### src/rtl/adapter_seq_pkg.sv
package adapter_seq_pkg;
   typedef enum logic [3:0] {
      ST_IDLE,
      ST_CORE_PRE,
      ST_ALL_LOW,
      ST_HOLD,
      ST_REL_CORE,
      ST_REL_HOST,
      ST_REL_FIFO,
      ST_IRQ_CFG,
      ST_THRESH,
      ST_CLOSE,
      ST_EN_CORE,
      ST_EN_HOLD
   } seq_state_e;
endpackage

### src/rtl/seq_hold_timer.sv
module seq_hold_timer #(
   parameter int HOLD_CYCLES = 100
) (
   input  logic clk,
   input  logic rst_n,
   input  logic load,
   output logic running,
   output logic last
);
   localparam int CNT_W = $clog2(HOLD_CYCLES + 1);
   localparam logic [CNT_W-1:0] LOAD_VAL = CNT_W'(HOLD_CYCLES);

   logic [CNT_W-1:0] cnt_q;

   always_ff @(posedge clk or negedge rst_n) begin
      if (!rst_n)            cnt_q <= '0;
      else if (load)         cnt_q <= LOAD_VAL;
      else if (cnt_q != '0)  cnt_q <= cnt_q - 1'b1;
   end

   assign running = (cnt_q != '0);
   assign last    = (cnt_q == CNT_W'(1));

   a_r3_no_reload_while_running: assert property (@(posedge clk) disable iff (!rst_n)
      running |-> !load);
endmodule

### src/rtl/seq_write_decoder.sv
module seq_write_decoder
   import adapter_seq_pkg::*;
#(
   parameter int ADDR_W        = 4,
   parameter int DATA_W        = 8,
   parameter int ADDR_RESET    = 0,
   parameter int ADDR_IRQ      = 1,
   parameter int ADDR_FIFO_THR = 2,
   parameter int THRESHOLD     = 30,
   parameter int CORE_BIT      = 0,
   parameter int HOST_BIT      = 1,
   parameter int FIFO_BIT      = 2,
   parameter int IRQ_SYS_BIT   = 0,
   parameter int IRQ_ERR_BIT   = 1
) (
   input  seq_state_e        state,
   input  logic [DATA_W-1:0] image,
   output logic              stb,
   output logic [ADDR_W-1:0] addr,
   output logic [DATA_W-1:0] data
);
   localparam logic [DATA_W-1:0] CORE_M = DATA_W'(1) << CORE_BIT;
   localparam logic [DATA_W-1:0] HOST_M = DATA_W'(1) << HOST_BIT;
   localparam logic [DATA_W-1:0] FIFO_M = DATA_W'(1) << FIFO_BIT;
   localparam logic [DATA_W-1:0] RUN_M  = CORE_M | HOST_M | FIFO_M;
   localparam logic [DATA_W-1:0] IRQ_M  = (DATA_W'(1) << IRQ_SYS_BIT) | (DATA_W'(1) << IRQ_ERR_BIT);

   always_comb begin
      stb  = 1'b1;
      addr = ADDR_W'(ADDR_RESET);
      data = image;
      case (state)
         ST_CORE_PRE, ST_EN_CORE, ST_REL_CORE: data = image | CORE_M;
         ST_ALL_LOW:  data = image & ~RUN_M;
         ST_REL_HOST: data = image | HOST_M;
         ST_REL_FIFO: data = image | FIFO_M;
         ST_IRQ_CFG: begin
            addr = ADDR_W'(ADDR_IRQ);
            data = IRQ_M;
         end
         ST_THRESH: begin
            addr = ADDR_W'(ADDR_FIFO_THR);
            data = DATA_W'(THRESHOLD);
         end
         ST_CLOSE:   data = '0;
         default:    stb  = 1'b0;
      endcase
   end
endmodule

### src/rtl/adapter_reset_seq.sv
module adapter_reset_seq
   import adapter_seq_pkg::*;
#(
   parameter int HOLD_CYCLES   = 100,
   parameter int ADDR_W        = 4,
   parameter int DATA_W        = 8,
   parameter int ADDR_RESET    = 0,
   parameter int ADDR_IRQ      = 1,
   parameter int ADDR_FIFO_THR = 2,
   parameter int THRESHOLD     = 30,
   parameter int CORE_BIT      = 0,
   parameter int HOST_BIT      = 1,
   parameter int FIFO_BIT      = 2,
   parameter int IRQ_SYS_BIT   = 0,
   parameter int IRQ_ERR_BIT   = 1
) (
   input  logic              clk,
   input  logic              rst_n,
   input  logic              open_req,
   input  logic              close_req,
   input  logic              enable_req,
   output logic              wr_stb,
   output logic [ADDR_W-1:0] wr_addr,
   output logic [DATA_W-1:0] wr_data,
   output logic              busy,
   output logic              done
);
   if (HOLD_CYCLES < 1) begin : g_bad_hold
      $error("HOLD_CYCLES must be at least 1");
   end
   if (CORE_BIT >= DATA_W || HOST_BIT >= DATA_W || FIFO_BIT >= DATA_W) begin : g_bad_bits
      $error("run bit positions must lie inside DATA_W");
   end
   if (THRESHOLD >= (1 << DATA_W)) begin : g_bad_thr
      $error("THRESHOLD does not fit DATA_W");
   end
   if (ADDR_RESET >= (1 << ADDR_W) || ADDR_IRQ >= (1 << ADDR_W) || ADDR_FIFO_THR >= (1 << ADDR_W)) begin : g_bad_addr
      $error("register address does not fit ADDR_W");
   end

   seq_state_e        state_q, state_d;
   logic [DATA_W-1:0] image_q;
   logic              tmr_load, tmr_running, tmr_last;
   logic              finish;

   seq_write_decoder #(
      .ADDR_W(ADDR_W), .DATA_W(DATA_W), .ADDR_RESET(ADDR_RESET), .ADDR_IRQ(ADDR_IRQ),
      .ADDR_FIFO_THR(ADDR_FIFO_THR), .THRESHOLD(THRESHOLD), .CORE_BIT(CORE_BIT),
      .HOST_BIT(HOST_BIT), .FIFO_BIT(FIFO_BIT), .IRQ_SYS_BIT(IRQ_SYS_BIT),
      .IRQ_ERR_BIT(IRQ_ERR_BIT)
   ) u_dec (
      .state(state_q), .image(image_q), .stb(wr_stb), .addr(wr_addr), .data(wr_data)
   );

   seq_hold_timer #(.HOLD_CYCLES(HOLD_CYCLES)) u_tmr (
      .clk(clk), .rst_n(rst_n), .load(tmr_load), .running(tmr_running), .last(tmr_last)
   );

   assign tmr_load = (state_q == ST_ALL_LOW) || (state_q == ST_EN_CORE);
   assign busy     = (state_q != ST_IDLE);

   always_comb begin
      state_d = state_q;
      finish  = 1'b0;
      case (state_q)
         ST_IDLE: begin
            if (close_req)       state_d = ST_CLOSE;
            else if (open_req)   state_d = ST_CORE_PRE;
            else if (enable_req) state_d = ST_EN_CORE;
         end
         ST_CORE_PRE: state_d = ST_ALL_LOW;
         ST_ALL_LOW:  state_d = ST_HOLD;
         ST_HOLD:     if (tmr_last) state_d = ST_REL_CORE;
         ST_REL_CORE: state_d = ST_REL_HOST;
         ST_REL_HOST: state_d = ST_REL_FIFO;
         ST_REL_FIFO: state_d = ST_IRQ_CFG;
         ST_IRQ_CFG:  state_d = ST_THRESH;
         ST_THRESH: begin
            state_d = ST_IDLE;
            finish  = 1'b1;
         end
         ST_CLOSE: begin
            state_d = ST_IDLE;
            finish  = 1'b1;
         end
         ST_EN_CORE:  state_d = ST_EN_HOLD;
         ST_EN_HOLD: begin
            if (tmr_last) begin
               state_d = ST_IDLE;
               finish  = 1'b1;
            end
         end
         default:     state_d = ST_IDLE;
      endcase
   end

   always_ff @(posedge clk or negedge rst_n) begin
      if (!rst_n) begin
         state_q <= ST_IDLE;
         image_q <= '0;
         done    <= 1'b0;
      end else begin
         state_q <= state_d;
         if (wr_stb && wr_addr == ADDR_W'(ADDR_RESET)) image_q <= wr_data;
         if (finish)                                 done <= 1'b1;
         else if (!busy && state_d != ST_IDLE)       done <= 1'b0;
      end
   end

   a_r9_stb_needs_busy: assert property (@(posedge clk) disable iff (!rst_n)
      wr_stb |-> busy);
   a_r9_done_not_busy: assert property (@(posedge clk) disable iff (!rst_n)
      done |-> !busy);
   a_r3_hold_quiet: assert property (@(posedge clk) disable iff (!rst_n)
      tmr_running |-> !wr_stb);
   a_r4_release_keeps: assert property (@(posedge clk) disable iff (!rst_n)
      (wr_stb && (state_q == ST_REL_CORE || state_q == ST_REL_HOST || state_q == ST_REL_FIFO))
         |-> ((wr_data & image_q) == image_q));
   a_r7_close_zero: assert property (@(posedge clk) disable iff (!rst_n)
      (wr_stb && state_q == ST_CLOSE) |-> (wr_data == '0 && wr_addr == ADDR_W'(ADDR_RESET)));
   a_r10_busy_holds: assert property (@(posedge clk) disable iff (!rst_n)
      (busy && !finish) |=> busy);
endmodule

### config.mk
export PLATFORM = sky130hd
export DESIGN_NAME = adapter_reset_seq
export DESIGN_NICKNAME = d
export VERILOG_FILES = /design/src/rtl/adapter_seq_pkg.sv /design/src/rtl/seq_hold_timer.sv /design/src/rtl/seq_write_decoder.sv /design/src/rtl/adapter_reset_seq.sv
export SDC_FILE = /design/constraint.sdc
export NUM_CORES = 1
export LEC_CHECK = 0
export BUFFER_PORTS_ARGS = -buffer_cell sky130_fd_sc_hd__buf_2
export CORE_UTILIZATION = 45
export CTS_CLUSTER_SIZE = 14
export DETAILED_ROUTE_END_ITERATION = 6
export PLACE_DENSITY = 0.68
export SYNTH_ARGS = -nofsm -noshare
export SYNTH_HDL_FRONTEND = slang
export SYNTH_SLANG_ARGS = --single-unit
### constraint.sdc
create_clock -name clk -period 1.7 [get_ports clk]
set_input_delay 0.51 -clock clk [delete_from_list [all_inputs] [get_ports clk]]
set_output_delay 0.51 -clock clk [all_outputs]
set_load 0.05 [all_outputs]
==> results by group <==
Die
  – Die span in x: 55.4 um
  – Core ar.: 2590 um^2
  – Starting Density: 49.5%
  – Die height: 55.4 um
  – Die Footprint: 3070 um^2
  – Boundary Pins: 20
  – Row count: 18

Pwr
  – Total power: 789 uW
  – Max VDD drop: 0.000425 V
  – Leak Pwr: 0.000926 uW
  – Pwr/cell area: 381 nW/um^2

GRT
  – Pin count of the biggest net entering global routing: 21
  – GR Util All Layers: 25.2%
  – First-pass GRT wire length: 6.24 mm
  – Initial antenna violation count: 0
  – Global route overflow: 0
  – Vias in the first global route: 1384

Setup path
  – Worst-path fanout max: 7
  – Beginning of the critical path: state_q[1]$_DFF_PN0_
  – Max incr delay on CP: 0.50 ns
  – Worst reg2reg endpoint: state_q[2]$_DFF_PN0_
  – Crit path cell chain: buf_6 -> or3_1 -> nand3_1 -> nand2_1 -> buf_6
  – R2r setup slk: -0.03 ns
  – Crit-path slowest cell: dfrtp_2
  – Worst setup path category: flip-flop to output pin
  – CP delay by family, top: simple AND/OR/NAND/NOR gates
  – CP bufs+invs: 2
  – WP data arrival: 1.67 ns
  – CP Capture Type: output pin
  – CP required: 1.19 ns
  – Most common cell on crit path: buf_6
  – Cells on worst reg2reg path: 4
  – Critical Path Start Type: flip-flop
  – FF-to-FF Start: u_tmr.cnt_q[3]$_DFFE_PN0P_

Cells and area
  – Post-layout nets: 219
  – Finished Core Util: 80.0%
  – N_diodes: 0
  – Multi-input logic area: 936 um^2
  – Final std cells w/o fill: 241
  – Layout cells sized above 1: 52.1%
  – # fillers: 151
  – Area grow syn2layout: 61.5%
  – Seq. cell area: 507 um^2

Synthesis
  – Main synth FF type: dfrtp_1
  – Distinct cells, synth: 44
  – Mapped Area: 1280 um^2
  – Post-synth ARST share: 100%
  – EDFF count, synth: 0
  – Flops & latches, synth: 20
  – Dominant cells by area after synthesis: dfrtp_1 39%, o21ai_0 7.0%, a21oi_1 4.7%
  – Syn_area_per_cell: 8.33 um^2
  – Post-synth top area share: 39.0%
  – Synthesis Warnings: 0
  – Synth top cells by count: 20 x dfrtp_1, 18 x o21ai_0, 12 x a21oi_1, 12 x nand2_1, 12 x nor2_1
  – Register area share after synthesis: 39.0%
  – Cell taking the most area after synthesis: dfrtp_1
  – Gate Count Post-Synth: 154
  – Top-count cell post-synth: dfrtp_1

Placed design
  – Placed Instances: 224
  – DP Wirelength: 2.47 mm
  – Placer Congestion: 0.830
  – Place WS: -0.228 ns
  – Port bufs: 17

Detailed routing
  – Drt first pass iters: 6
  – Via density: 6.03
  – Residual DRC: 0
  – Antenna Nets Post-Route: 0
  – Avg WL per Cell: 16.4 um
  – Via Count: 1454
  – Routed wire length: 3.96 mm
  – DRT iter0 DRCs: 88

Status
  – Status: complete, but fails checks
  – Failing checks: negative setup slack

Timing
  – Hold Fails Final Rpt: 0
  – Clk_skew: 0.000935 ns
  – Setup tns final: -4.42 ns
  – Fin worst setup slack: -0.481 ns
  – Max Fclk: 0.458 GHz
  – Min Tclk post-route: 2.18 ns
  – RSZ-0062 raised after global routing: true
  – Max-slew violation count: 0
  – Final setup vio count: 13
  – Final worst path period share: 128%

CTS
  – Worst-Skew Late Latency: 0.31 ns
  – CTS tree: done
  – Worst-path clk slew: 0.12 ns
  – Cts hold-fix bufs: 0
  – # H-tree levels: 1
  – CTS root buf: clkbuf_4
  – CTS Buf Count: 3
  – Clk buf depth: 2
  – Clock Sinks: 20

Flow run
  – Max cap viols: 0

Min path
  – HP Class: primary input to asynchronous set/reset pin
## layout make-up
type                       count  area share [%]
tap                           30            1.81
multi-input combinational    119            45.2
inverter                       6            1.09
timing repair buffer          62            25.7
clock buffer                   4            1.75
sequential                    20            24.5
## per-layer routing
layer  routed length [um]  vias to the layer above  global-route usage, %
li1                     -                      663                      -
met1                 1670                      685                   33.8
met2                 1890                       82                   40.1
met3                  254                       24                   4.22
met4                  144                        0                   10.7
met5                    0                        -                      0
## stage by stage
step | instance area (um^2) | hold WS (ns)
6_report | 2070 | 0.119
5_1_grt | 2070 | 0.163
3_3_place_gp | 1670 | 0.461
4_1_cts | 1900 | 0.151
2_1_floorplan | 1380 | 0.214
3_5_place_dp | 1670 | 0.471
## layout by cell type, fill, tap and decap left out, drive strengths merged, types with 3 or more instances in the layout
cell | netlist | routed
nor3 | 5 | 5
a21oi | 12 | 12
nand3b | 3 | 3
buf | 6 | 62
o211ai | 3 | 3
nand3 | 3 | 3
nor2 | 12 | 12
nor2b | 6 | 6
a211oi | 4 | 4
o21ai | 18 | 18
or4 | 3 | 3
dfrtp | 20 | 20
clkbuf | 4 | 4
nand2b | 5 | 5
and2 | 8 | 8
inv | 6 | 6
nand2 | 12 | 12
## worst max-delay path by stage
stage | cells past startpoint | end
after floorplan | 5 | wr_data[0]
after CTS | 3 | busy
after global placement | 5 | wr_data[6]
after global routing | 5 | wr_stb
final | 5 | wr_stb
after detailed placement | 5 | wr_data[4]
## repair_timing
action,CTS,global route
resized for setup,52,35
setup endpoints to repair,14,18
endpoints found under the hold margin,0,0
pin swaps,5,14
setup buffers,7,8
## state kept, by name, summed over array words and instances (netlist names)
name         count
done             1
image_q          8
u_tmr.cnt_q      7
state_q          4
## worst reg2reg max path, cell delays in order (launching register included)
cell	delay, ns
dfrtp_2	0.46
or4_4	0.60
nor4_2	0.23
nand3_1	0.16
a21oi_1	0.20
## where the power goes
part	leakage (uW)	switching (uW)	total [uW]	internal, uW
registers	0.000254	0	475	475
clock network	0.0000210	155	286	131
logic	0.000650	22.3	27.5	5.23
total	0.000926	177	789	612
## cell families after synthesis
family,synth area share (%)
AND/OR/NAND/NOR,27.0
AO/OA/AOI/OAI,24.1
other,0.292
flip-flops,39.0
buffers and inverters,5.56
XOR/XNOR,2.05
adder cells (fa/ha/maj),1.95
(Power assumes the default switching activity.)
